`src/rtl/b1mon_pkg.sv`:
```
package b1mon_pkg;
  localparam int BIP_W = 8;
  localparam int INC_W = 4;
  localparam int CFG_W = 3;
  localparam logic [1:0] A_STATUS = 2'd0;
  localparam logic [1:0] A_BITS   = 2'd1;
  localparam logic [1:0] A_BLKS   = 2'd2;
  localparam logic [1:0] A_CFG    = 2'd3;

  function automatic logic [INC_W-1:0] ones_in(input logic [BIP_W-1:0] v);
    logic [INC_W-1:0] n;
    n = '0;
    for (int i = 0; i < BIP_W; i++) n = n + INC_W'(v[i]);
    return n;
  endfunction
endpackage

```
`src/rtl/b1_frame_parity.sv`:
```
module b1_frame_parity import b1mon_pkg::*; (
  input  logic             clk_i,
  input  logic             rst_i,
  input  logic [BIP_W-1:0] data_i,
  input  logic             vld_i,
  input  logic             sof_i,
  input  logic             b1_i,
  input  logic             defect_i,
  output logic [BIP_W-1:0] mism_o,
  output logic             cmp_o
);
  logic [BIP_W-1:0] run_q, prev_q;
  logic             cur_ok_q, prev_ok_q;

  always_ff @(posedge clk_i) begin
    if (rst_i) begin
      run_q     <= '0;
      prev_q    <= '0;
      cur_ok_q  <= 1'b0;
      prev_ok_q <= 1'b0;
      mism_o    <= '0;
      cmp_o     <= 1'b0;
    end else begin
      cmp_o <= 1'b0;
      if (defect_i) begin
        cur_ok_q  <= 1'b0;
        prev_ok_q <= 1'b0;
      end
      if (vld_i) begin
        if (sof_i) begin
          prev_q    <= run_q;
          run_q     <= data_i;
          prev_ok_q <= cur_ok_q & ~defect_i;
          cur_ok_q  <= ~defect_i;
        end else begin
          run_q <= run_q ^ data_i;
        end
        if (b1_i && !sof_i && prev_ok_q && !defect_i) begin
          cmp_o  <= 1'b1;
          mism_o <= data_i ^ prev_q;
        end
      end
    end
  end
endmodule

```
`src/rtl/b1_err_tally.sv`:
```
module b1_err_tally import b1mon_pkg::*; (
  input  logic             clk_i,
  input  logic             rst_i,
  input  logic [BIP_W-1:0] mism_i,
  input  logic             cmp_i,
  output logic [INC_W-1:0] pop_o,
  output logic [INC_W-1:0] cnt_o,
  output logic             vld_o
);
  assign pop_o = cmp_i ? ones_in(mism_i) : '0;

  always_ff @(posedge clk_i) begin
    if (rst_i) begin
      cnt_o <= '0;
      vld_o <= 1'b0;
    end else begin
      vld_o <= cmp_i;
      if (cmp_i) cnt_o <= pop_o;
    end
  end
endmodule

```
`src/rtl/b1_sec_accum.sv`:
```
module b1_sec_accum #(
  parameter int CNT_W = 16,
  parameter int INC_W = 4
) (
  input  logic             clk_i,
  input  logic             rst_i,
  input  logic [INC_W-1:0] inc_i,
  input  logic             tick_i,
  input  logic             clr_i,
  output logic [CNT_W-1:0] acc_o,
  output logic [CNT_W-1:0] cache_o
);
  localparam logic [CNT_W-1:0] TOP = '1;
  logic [CNT_W-1:0] base;
  logic [CNT_W:0]   sum;

  assign base = (tick_i && clr_i) ? '0 : acc_o;
  assign sum  = {1'b0, base} + (CNT_W+1)'(inc_i);

  always_ff @(posedge clk_i) begin
    if (rst_i) begin
      acc_o   <= '0;
      cache_o <= '0;
    end else begin
      acc_o <= sum[CNT_W] ? TOP : sum[CNT_W-1:0];
      if (tick_i) cache_o <= acc_o;
    end
  end
endmodule

```
`src/rtl/b1_parity_monitor.sv`:
```
module b1_parity_monitor import b1mon_pkg::*; #(
  parameter int CNT_W = 16
) (
  input  logic             clk_i,
  input  logic             rst_i,
  input  logic [7:0]       data_i,
  input  logic             data_vld_i,
  input  logic             sof_i,
  input  logic             b1_pos_i,
  input  logic             sef_i,
  input  logic             los_i,
  input  logic             lof_i,
  input  logic             sec_tick_i,
  input  logic [1:0]       hst_addr_i,
  input  logic             hst_wr_i,
  input  logic             hst_rd_i,
  input  logic [CNT_W-1:0] hst_wdata_i,
  output logic [CNT_W-1:0] hst_rdata_o,
  output logic [3:0]       frm_err_cnt_o,
  output logic             frm_err_vld_o,
  output logic             irq_o
);
  localparam int NACC = 2;

  logic             defect;
  logic [BIP_W-1:0] mism;
  logic             cmp;
  logic [INC_W-1:0] pop;
  logic [INC_W-1:0] inc_w   [NACC];
  logic [CNT_W-1:0] acc_w   [NACC];
  logic [CNT_W-1:0] cache_w [NACC];
  logic [CFG_W-1:0] cfg_q, cfg_d;
  logic             sticky_q, sticky_d, set_ev, clr_req, clr_ev;
  logic             unused_wdata_hi;

  assign defect = sef_i | los_i | lof_i;

  b1_frame_parity u_par (
    .clk_i(clk_i), .rst_i(rst_i), .data_i(data_i), .vld_i(data_vld_i),
    .sof_i(sof_i), .b1_i(b1_pos_i), .defect_i(defect),
    .mism_o(mism), .cmp_o(cmp)
  );

  b1_err_tally u_tally (
    .clk_i(clk_i), .rst_i(rst_i), .mism_i(mism), .cmp_i(cmp),
    .pop_o(pop), .cnt_o(frm_err_cnt_o), .vld_o(frm_err_vld_o)
  );

  assign inc_w[0] = pop;
  assign inc_w[1] = INC_W'(pop != '0);

  for (genvar g = 0; g < NACC; g++) begin : gen_acc
    b1_sec_accum #(.CNT_W(CNT_W), .INC_W(INC_W)) u_acc (
      .clk_i(clk_i), .rst_i(rst_i), .inc_i(inc_w[g]), .tick_i(sec_tick_i),
      .clr_i(cfg_q[0]), .acc_o(acc_w[g]), .cache_o(cache_w[g])
    );
  end

  assign unused_wdata_hi = ^hst_wdata_i[CNT_W-1:CFG_W];

  assign set_ev  = pop != '0;
  assign clr_req = (hst_rd_i || hst_wr_i) && hst_addr_i == A_STATUS;
  assign clr_ev  = cfg_q[1] ? (hst_rd_i && hst_addr_i == A_STATUS)
                            : (hst_wr_i && hst_addr_i == A_STATUS && hst_wdata_i[0]);
  assign sticky_d = set_ev | (sticky_q & ~clr_ev);
  assign cfg_d    = (hst_wr_i && hst_addr_i == A_CFG) ? hst_wdata_i[CFG_W-1:0] : cfg_q;

  always_ff @(posedge clk_i) begin
    if (rst_i) begin
      cfg_q       <= '0;
      sticky_q    <= 1'b0;
      irq_o       <= 1'b0;
      hst_rdata_o <= '0;
    end else begin
      cfg_q    <= cfg_d;
      sticky_q <= sticky_d;
      irq_o    <= sticky_d & cfg_d[2];
      if (hst_rd_i) begin
        case (hst_addr_i)
          A_STATUS: hst_rdata_o <= CNT_W'(sticky_q);
          A_BITS:   hst_rdata_o <= cache_w[0];
          A_BLKS:   hst_rdata_o <= cache_w[1];
          default:  hst_rdata_o <= CNT_W'(cfg_q);
        endcase
      end
    end
  end
endmodule

```
`config.mk`:
```
export PLATFORM = sky130hd
export DESIGN_NAME = b1_parity_monitor
export DESIGN_NICKNAME = d
export VERILOG_FILES = /design/src/rtl/b1mon_pkg.sv /design/src/rtl/b1_frame_parity.sv /design/src/rtl/b1_err_tally.sv /design/src/rtl/b1_sec_accum.sv /design/src/rtl/b1_parity_monitor.sv
export SDC_FILE = /design/constraint.sdc
export NUM_CORES = 1
export LEC_CHECK = 0
export BUFFER_PORTS_ARGS = -buffer_cell sky130_fd_sc_hd__buf_2
export CORE_MARGIN = 8
export CORE_UTILIZATION = 45
export CTS_BUF_LIST = sky130_fd_sc_hd__clkbuf_4 sky130_fd_sc_hd__clkbuf_8
export CTS_CLUSTER_DIAMETER = 100
export DETAILED_ROUTE_END_ITERATION = 8
export PLACE_DENSITY = 0.66
export SYNTH_ARGS = -nofsm -noshare
export SYNTH_HDL_FRONTEND = slang
export SYNTH_SLANG_ARGS = --single-unit
export TNS_END_PERCENT = 50
```
`constraint.sdc`:
```
create_clock -name clk_i -period 8.3 [get_ports clk_i]
set_input_delay 0 -clock clk_i [delete_from_list [all_inputs] [get_ports clk_i]]
set_output_delay 0 -clock clk_i [all_outputs]
set_load 0.05 [all_outputs]
```
### Word level (Yosys, flattened, before mapping)

Cells that the tools add are included.

* register bits after elaboration: 117
* output and inout port bits: 22
* word-level logic and storage cells: 71

* multiplexer cells: 16
* add/sub/neg operators: 9
* eq/ne operators: 3
* bitwise logic cells: 11
* reduce and logical (&&, ||, !) cells: 15

Operator list (count)
* 2-to-1 mux 16 bit: 4
* one-hot mux 16 bit (3 select lines): 1
* adder 4 x 1 -> 4 bit: 6
* adder 16 x 1 -> 17 bit: 1
* adder 16 x 4 -> 17 bit: 1
* XOR 8 bit: 2
* logical AND 1 bit: 8
* 2-to-1 mux 1 bit: 8
* 2-to-1 mux 8 bit: 1
* equality test 2 bit, second input constant: 2
* 2-to-1 mux 4 bit: 1
* AND reduction 2 bit: 2
* nonzero test 4 bit: 1
* bitwise AND 1 bit: 3
* 2-to-1 mux 3 bit: 1
* NOT 1 bit: 3
* OR 1 bit: 3
* adder 1 x 1 -> 2 bit: 1
* equality test 2 x 1 -> 1 bit, second input constant: 1
* zero test 1 bit: 2
* zero test 2 bit: 1
* OR reduction 2 bit: 1

### Longest topological paths before layout

* depth in word-level cells: 11
* depth in mapped cells: 17

### By module

From an unflattened synthesis, not the netlist that was laid out.

* cells, all modules: 586
* area, all modules: 5647.9 um^2

Modules (own cells, without submodules)
* b1_sec_accum: area each 1510.2 um^2, sequential area each 640.6 um^2, cells each 160, times used 2
* b1_frame_parity: area each 1186.1 um^2, sequential area each 540.5 um^2, cells each 128, times used 1
* b1_parity_monitor: area each 1072.3 um^2, sequential area each 420.4 um^2, cells each 99, times used 1
* b1_err_tally: area each 369.1 um^2, sequential area each 100.1 um^2, cells each 39, times used 1

### Worst setup path after synthesis

No wires, ideal clock.

* kind: reg2reg
* start point: register u_par.mism_o[0]
* end point: register gen_acc[0].u_acc.acc_o[6]
* arrival: 3.814 ns
* library setup time: 0.148 ns
* stages on the path, launching flop included: 14
* path slack: 4.338 ns
* clock period less this slack: 3.962 ns
* cell sequence: dfxtp_1 -> ha_1 -> inv_1 -> fa_1 -> fa_1 -> fa_1 -> inv_1 -> fa_1 -> and2_1 -> fa_1 -> a211oi_1 -> nor3_1 -> nand4_1 -> o311ai_0

* word-level cells in the longest chain between the ends: 10

Ends and longest elaborated chain
* from (decl): RTL line b1_frame_parity.sv:9 `output logic [BIP_W-1:0] mism_o,`
* from (signal assigned): RTL line b1_frame_parity.sv:40 `mism_o <= data_i ^ prev_q;`
* adder 1 x 1 -> 2 bit: RTL line b1mon_pkg.sv:13 `for (int i = 0; i < BIP_W; i++) n = n + INC_W'(v[i]);`
* adder 4 x 1 -> 4 bit (6 in series): RTL line b1mon_pkg.sv:13
* 2-to-1 mux 4 bit: RTL line b1_err_tally.sv:10 `assign pop_o = cmp_i ? ones_in(mism_i) : '0;`
* named net gen_acc[0].u_acc.inc_i[1]: RTL line b1_sec_accum.sv:7 `input logic [INC_W-1:0] inc_i,`
* adder 16 x 4 -> 17 bit: RTL line b1_sec_accum.sv:18 `assign sum = {1'b0, base} + (CNT_W+1)'(inc_i);`
* 2-to-1 mux 16 bit: RTL line b1_sec_accum.sv:25 `acc_o <= sum[CNT_W] ? TOP : sum[CNT_W-1:0];`
* to (signal assigned): RTL line b1_sec_accum.sv:25
* to (decl): RTL line b1_sec_accum.sv:10 `output logic [CNT_W-1:0] acc_o,`

The timed path passes the listed nets, and every way through them passes these cells.
A chain may end at the register's enable or synchronous reset.

### Final worst setup path

* start point: register u_par.mism_o[1]
* end point: register gen_acc[0].u_acc.acc_o[6]

Same word-level chain as after synthesis.

==> flow_summary.yaml <==
layout:
  post-route-util_pct: 53.4
  areaGrowthSynthToFinish_pct: 17.5
  antenna_cells: 0
  drive_above_1_share_pct: 14.3
  layout.nets: 705
  layout_common_cells: "dfxtp_1, nor2_1, buf_2"
  finalInstanceArea_sq_um: 6330
  mostFrequentLayoutCell: "dfxtp_1"
placed_design:
  placed_area_sq_um: 5660
  place.gp.congestion: 0.832
  hpwlAfterDp_um: 8140
  port_buffers: 45
pwr:
  ir_drop_uv: 120
  clkPwrFrac_pct: 43.7
  p_leak_nw: 2.51
  internal-power_mw: 0.898
  sequentialPowerShare_pct: 49.3
  powerDensity_nw_per_um2: 184
  netSwitchingPower_mw: 0.266
  p_comb_share_pct: 7.0
  p_total_mw: 1.16
  p_sw_share_pct: 22.8
floorplan:
  start_util_pct: 45.4
  core_sq_um: 11900
  rows: 40
  die_x_um: 125
  fp.dieH_um: 125
  ios: 59
  dieArea_sq_um: 15700
min_path:
  holdPathStages: 3
  hold_path_end: "hst_rdata_o[2]"
  min_path_type: "input pin to flop"
  hp-start: "hst_addr_i[1]"
clock_tree:
  root_buffer: "clkbuf_8"
  clock_latency_ns: 0.43
  cts_buffer_depth: 2
  numCtsBuffers: 17
  clkSlewWorstSetupHoldPaths_ns: 0.07
  cts_num_sinks: 117
  cts-resized-gates: 0
  htreeDepth: 4
  cts_tree: "done"
  post_cts_buffers: 0
run_status:
  status: "finished clean"
sta:
  hold_viol: 0
  grt_setup_unrepaired: "false"
  setup_tns_ns: 0
  hold_slack_ns: 0.0783
  fin_crit_sh_pct: 53.1
  fin_skew_ns: 0.0115
  min_period_ns: 4.41
  tightest_slew_ns: 1.23
  max_freq_mhz: 227
  slew_headroom_pct: 17.9
  slew_viol_final: 0
  setup_viol: 0
global_routing:
  overflow: 0
  grt_max_degree: 81
  track_usage_pct: 15.9
  grt_pass1_wl_um: 20700
  grt_pass1_vias: 4441
  antenna_found_initial: 0
detailed_routing:
  viasPerCell: 5.53
  wl_per_cell_um: 15.2
  dr.first_iter.drc_count: 302
  dr_total_vias: 4488
  first_pass_iters: 5
  remaining_drc_errors: 0
  totalWireLength_um: 12400
  antenna_left: 0
setup_path:
  crit_family: "adder cells"
  r2r-end: "gen_acc[0].u_acc.acc_o[6]"
  cp_slowest_cell: "fa_1"
  path_class: "flop to flop"
  cp.required_ns: 8.58
  crit_path_frequent_cell: "fa_1"
  crit_chain: "ha_1, inv_1, fa_1, fa_1, fa_1, inv_1, fa_1, and2_1, fa_1, a211oi_1, nor3_1, nand4_1, o311ai_0"
  reg2reg_depth: 13
  critPathBufInv: 2
  r2r_slack_ns: 3.89
  path_max_fanout: 6
  cp_data_arrival_time_ns: 4.69
  slowest_delay_ns: 0.49
  setup.worst_path.end_class: "flop"
  reg2reg_from: "u_par.mism_o[1]"
  start_kind: "flop"
synth:
  netlist_instances: 596
  synth_seq_cells: 117
  async_reset_ff_share_pct: 0
  synth_nets: 647
  synth_edf_count: 0
  synth_flop_cell: "dfxtp_1"
  yosysSeqAreaShare_pct: 43.5
  syn_avg_cell_area_sq_um: 9.04
  post_synth_num_cell_types: 61
  yosysWarnings: 0
  syn-cell-area_sq_um: 5390
run:
  drv_cap: 0
==> tightest hold or removal path: stages <==
cell and delay [ns]:
buf_2 0.15, a22oi_1 0.21, a211oi_1 0.10
==> logic make-up after synthesis <==
group                    synth area share [%]
XOR/XNOR                                 2.76
buffers and inverters                    4.48
adder cells (fa/ha/maj)                  3.95
AO/OA/AOI/OAI                            17.2
flip-flops                               43.5
AND/OR/NAND/NOR                          20.0
multiplexers                             8.11
==> cell usage after synthesis (all sizes together), types with 2 or more instances <==
master   instances  area (sq um)
and4             2          17.5
o21a             3          22.5
mux2i           38           380
xor2             5          43.8
and2            15          96.3
nand2           40           150
nand4b           2          17.5
a21bo            2          20.0
clkbuf          20          77.6
buf             16          77.6
nor2            84           318
nor4b            2          17.5
dfxtp          117          2340
mux2             3          33.8
nand2b           7          43.8
a21o             4          31.3
nor2b            3          18.8
xnor2           12           105
a22oi           16           120
o311ai           2          17.5
fa               5           100
a211oi          28           210
and3             2          12.5
o21ai           14          70.1
or3              2          12.5
inv             23          86.3
ha               9           113
a32oi           10          87.6
nand3           24           120
o211ai           3          22.5
a31oi            3          18.8
and4b            2          20.0
nand4            4          46.3
a41oi            2          17.5
o2111ai          4          35.0
nor4             9          77.6
a21oi           35           175
nor3            13          87.6
==> power by group through the flow <==
stage / clock (mW) / sequential [mW] / combinational [mW]
after floorplan: 0 / 0.598 / 0.0390
after global placement: 0 / 0.586 / 0.0700
after CTS: 0.524 / 0.574 / 0.0813
after global routing: 0.549 / 0.574 / 0.0875
final: 0.509 / 0.574 / 0.0810
after detailed placement: 0 / 0.586 / 0.0717
==> registers in the layout (all words and copies together), names as in the netlist <==
name,flops
cfg_q,3
gen_acc.u_acc.acc_o,32
gen_acc.u_acc.cache_o,32
hst_rdata_o,16
irq_o,1
sticky_q,1
u_par.cmp_o,1
u_par.cur_ok_q,1
u_par.mism_o,8
u_par.prev_ok_q,1
u_par.prev_q,8
u_par.run_q,8
u_tally.cnt_o,4
u_tally.vld_o,1
==> final cells by class <==
class | count | area, sq um
fillers | 1059 | 5530
well taps | 147 | 184
clock inverters | 3 | 40.0
inverters | 23 | 86.3
flip-flops and latches | 117 | 2340
repair buffers | 75 | 523
multi-input cells | 420 | 2800
clock buffers | 27 | 353
==> stage by stage <==
| step | setup WS, ns | std cells |
|---|---|---|
| final | 3.89 | 812 |
| after global routing | 3.59 | 812 |
| after CTS | 3.87 | 812 |
| after detailed placement | 3.89 | 754 |
| after global placement | 3.97 | 754 |
| after floorplan | 4.34 | 596 |
==> how the worst max path moves through the flow <==
stage | from | end | slack [ns] | cells past startpoint
final | u_par.mism_o[1] | gen_acc[0].u_acc.acc_o[6] | 3.89 | 13
after global routing | u_par.mism_o[0] | gen_acc[1].u_acc.acc_o[11] | 3.59 | 16
after CTS | u_par.mism_o[1] | gen_acc[1].u_acc.acc_o[0] | 3.87 | 16
after detailed placement | u_par.mism_o[1] | gen_acc[1].u_acc.acc_o[8] | 3.89 | 16
after global placement | u_par.mism_o[1] | gen_acc[0].u_acc.acc_o[6] | 3.97 | 13
after floorplan | u_par.mism_o[0] | gen_acc[0].u_acc.acc_o[6] | 4.34 | 13
==> per-layer routing <==
layer  part of all wire [%]  wire, um  up-vias  track usage (%)
met5                      0         0        -                0
met4                    1.4       177        0             6.16
met3                    3.2       400       13             5.10
met2                     50      6210       71             27.5
met1                     45      5570     2157             17.8
li1                       -         -     2247                -
==> what timing repair did <==
item,in CTS,in global routing
hold buffers,28,0
hold endpoints to repair,36,0
endpoints found under the setup margin,0,0
Power figures use the tool's default switching activity.
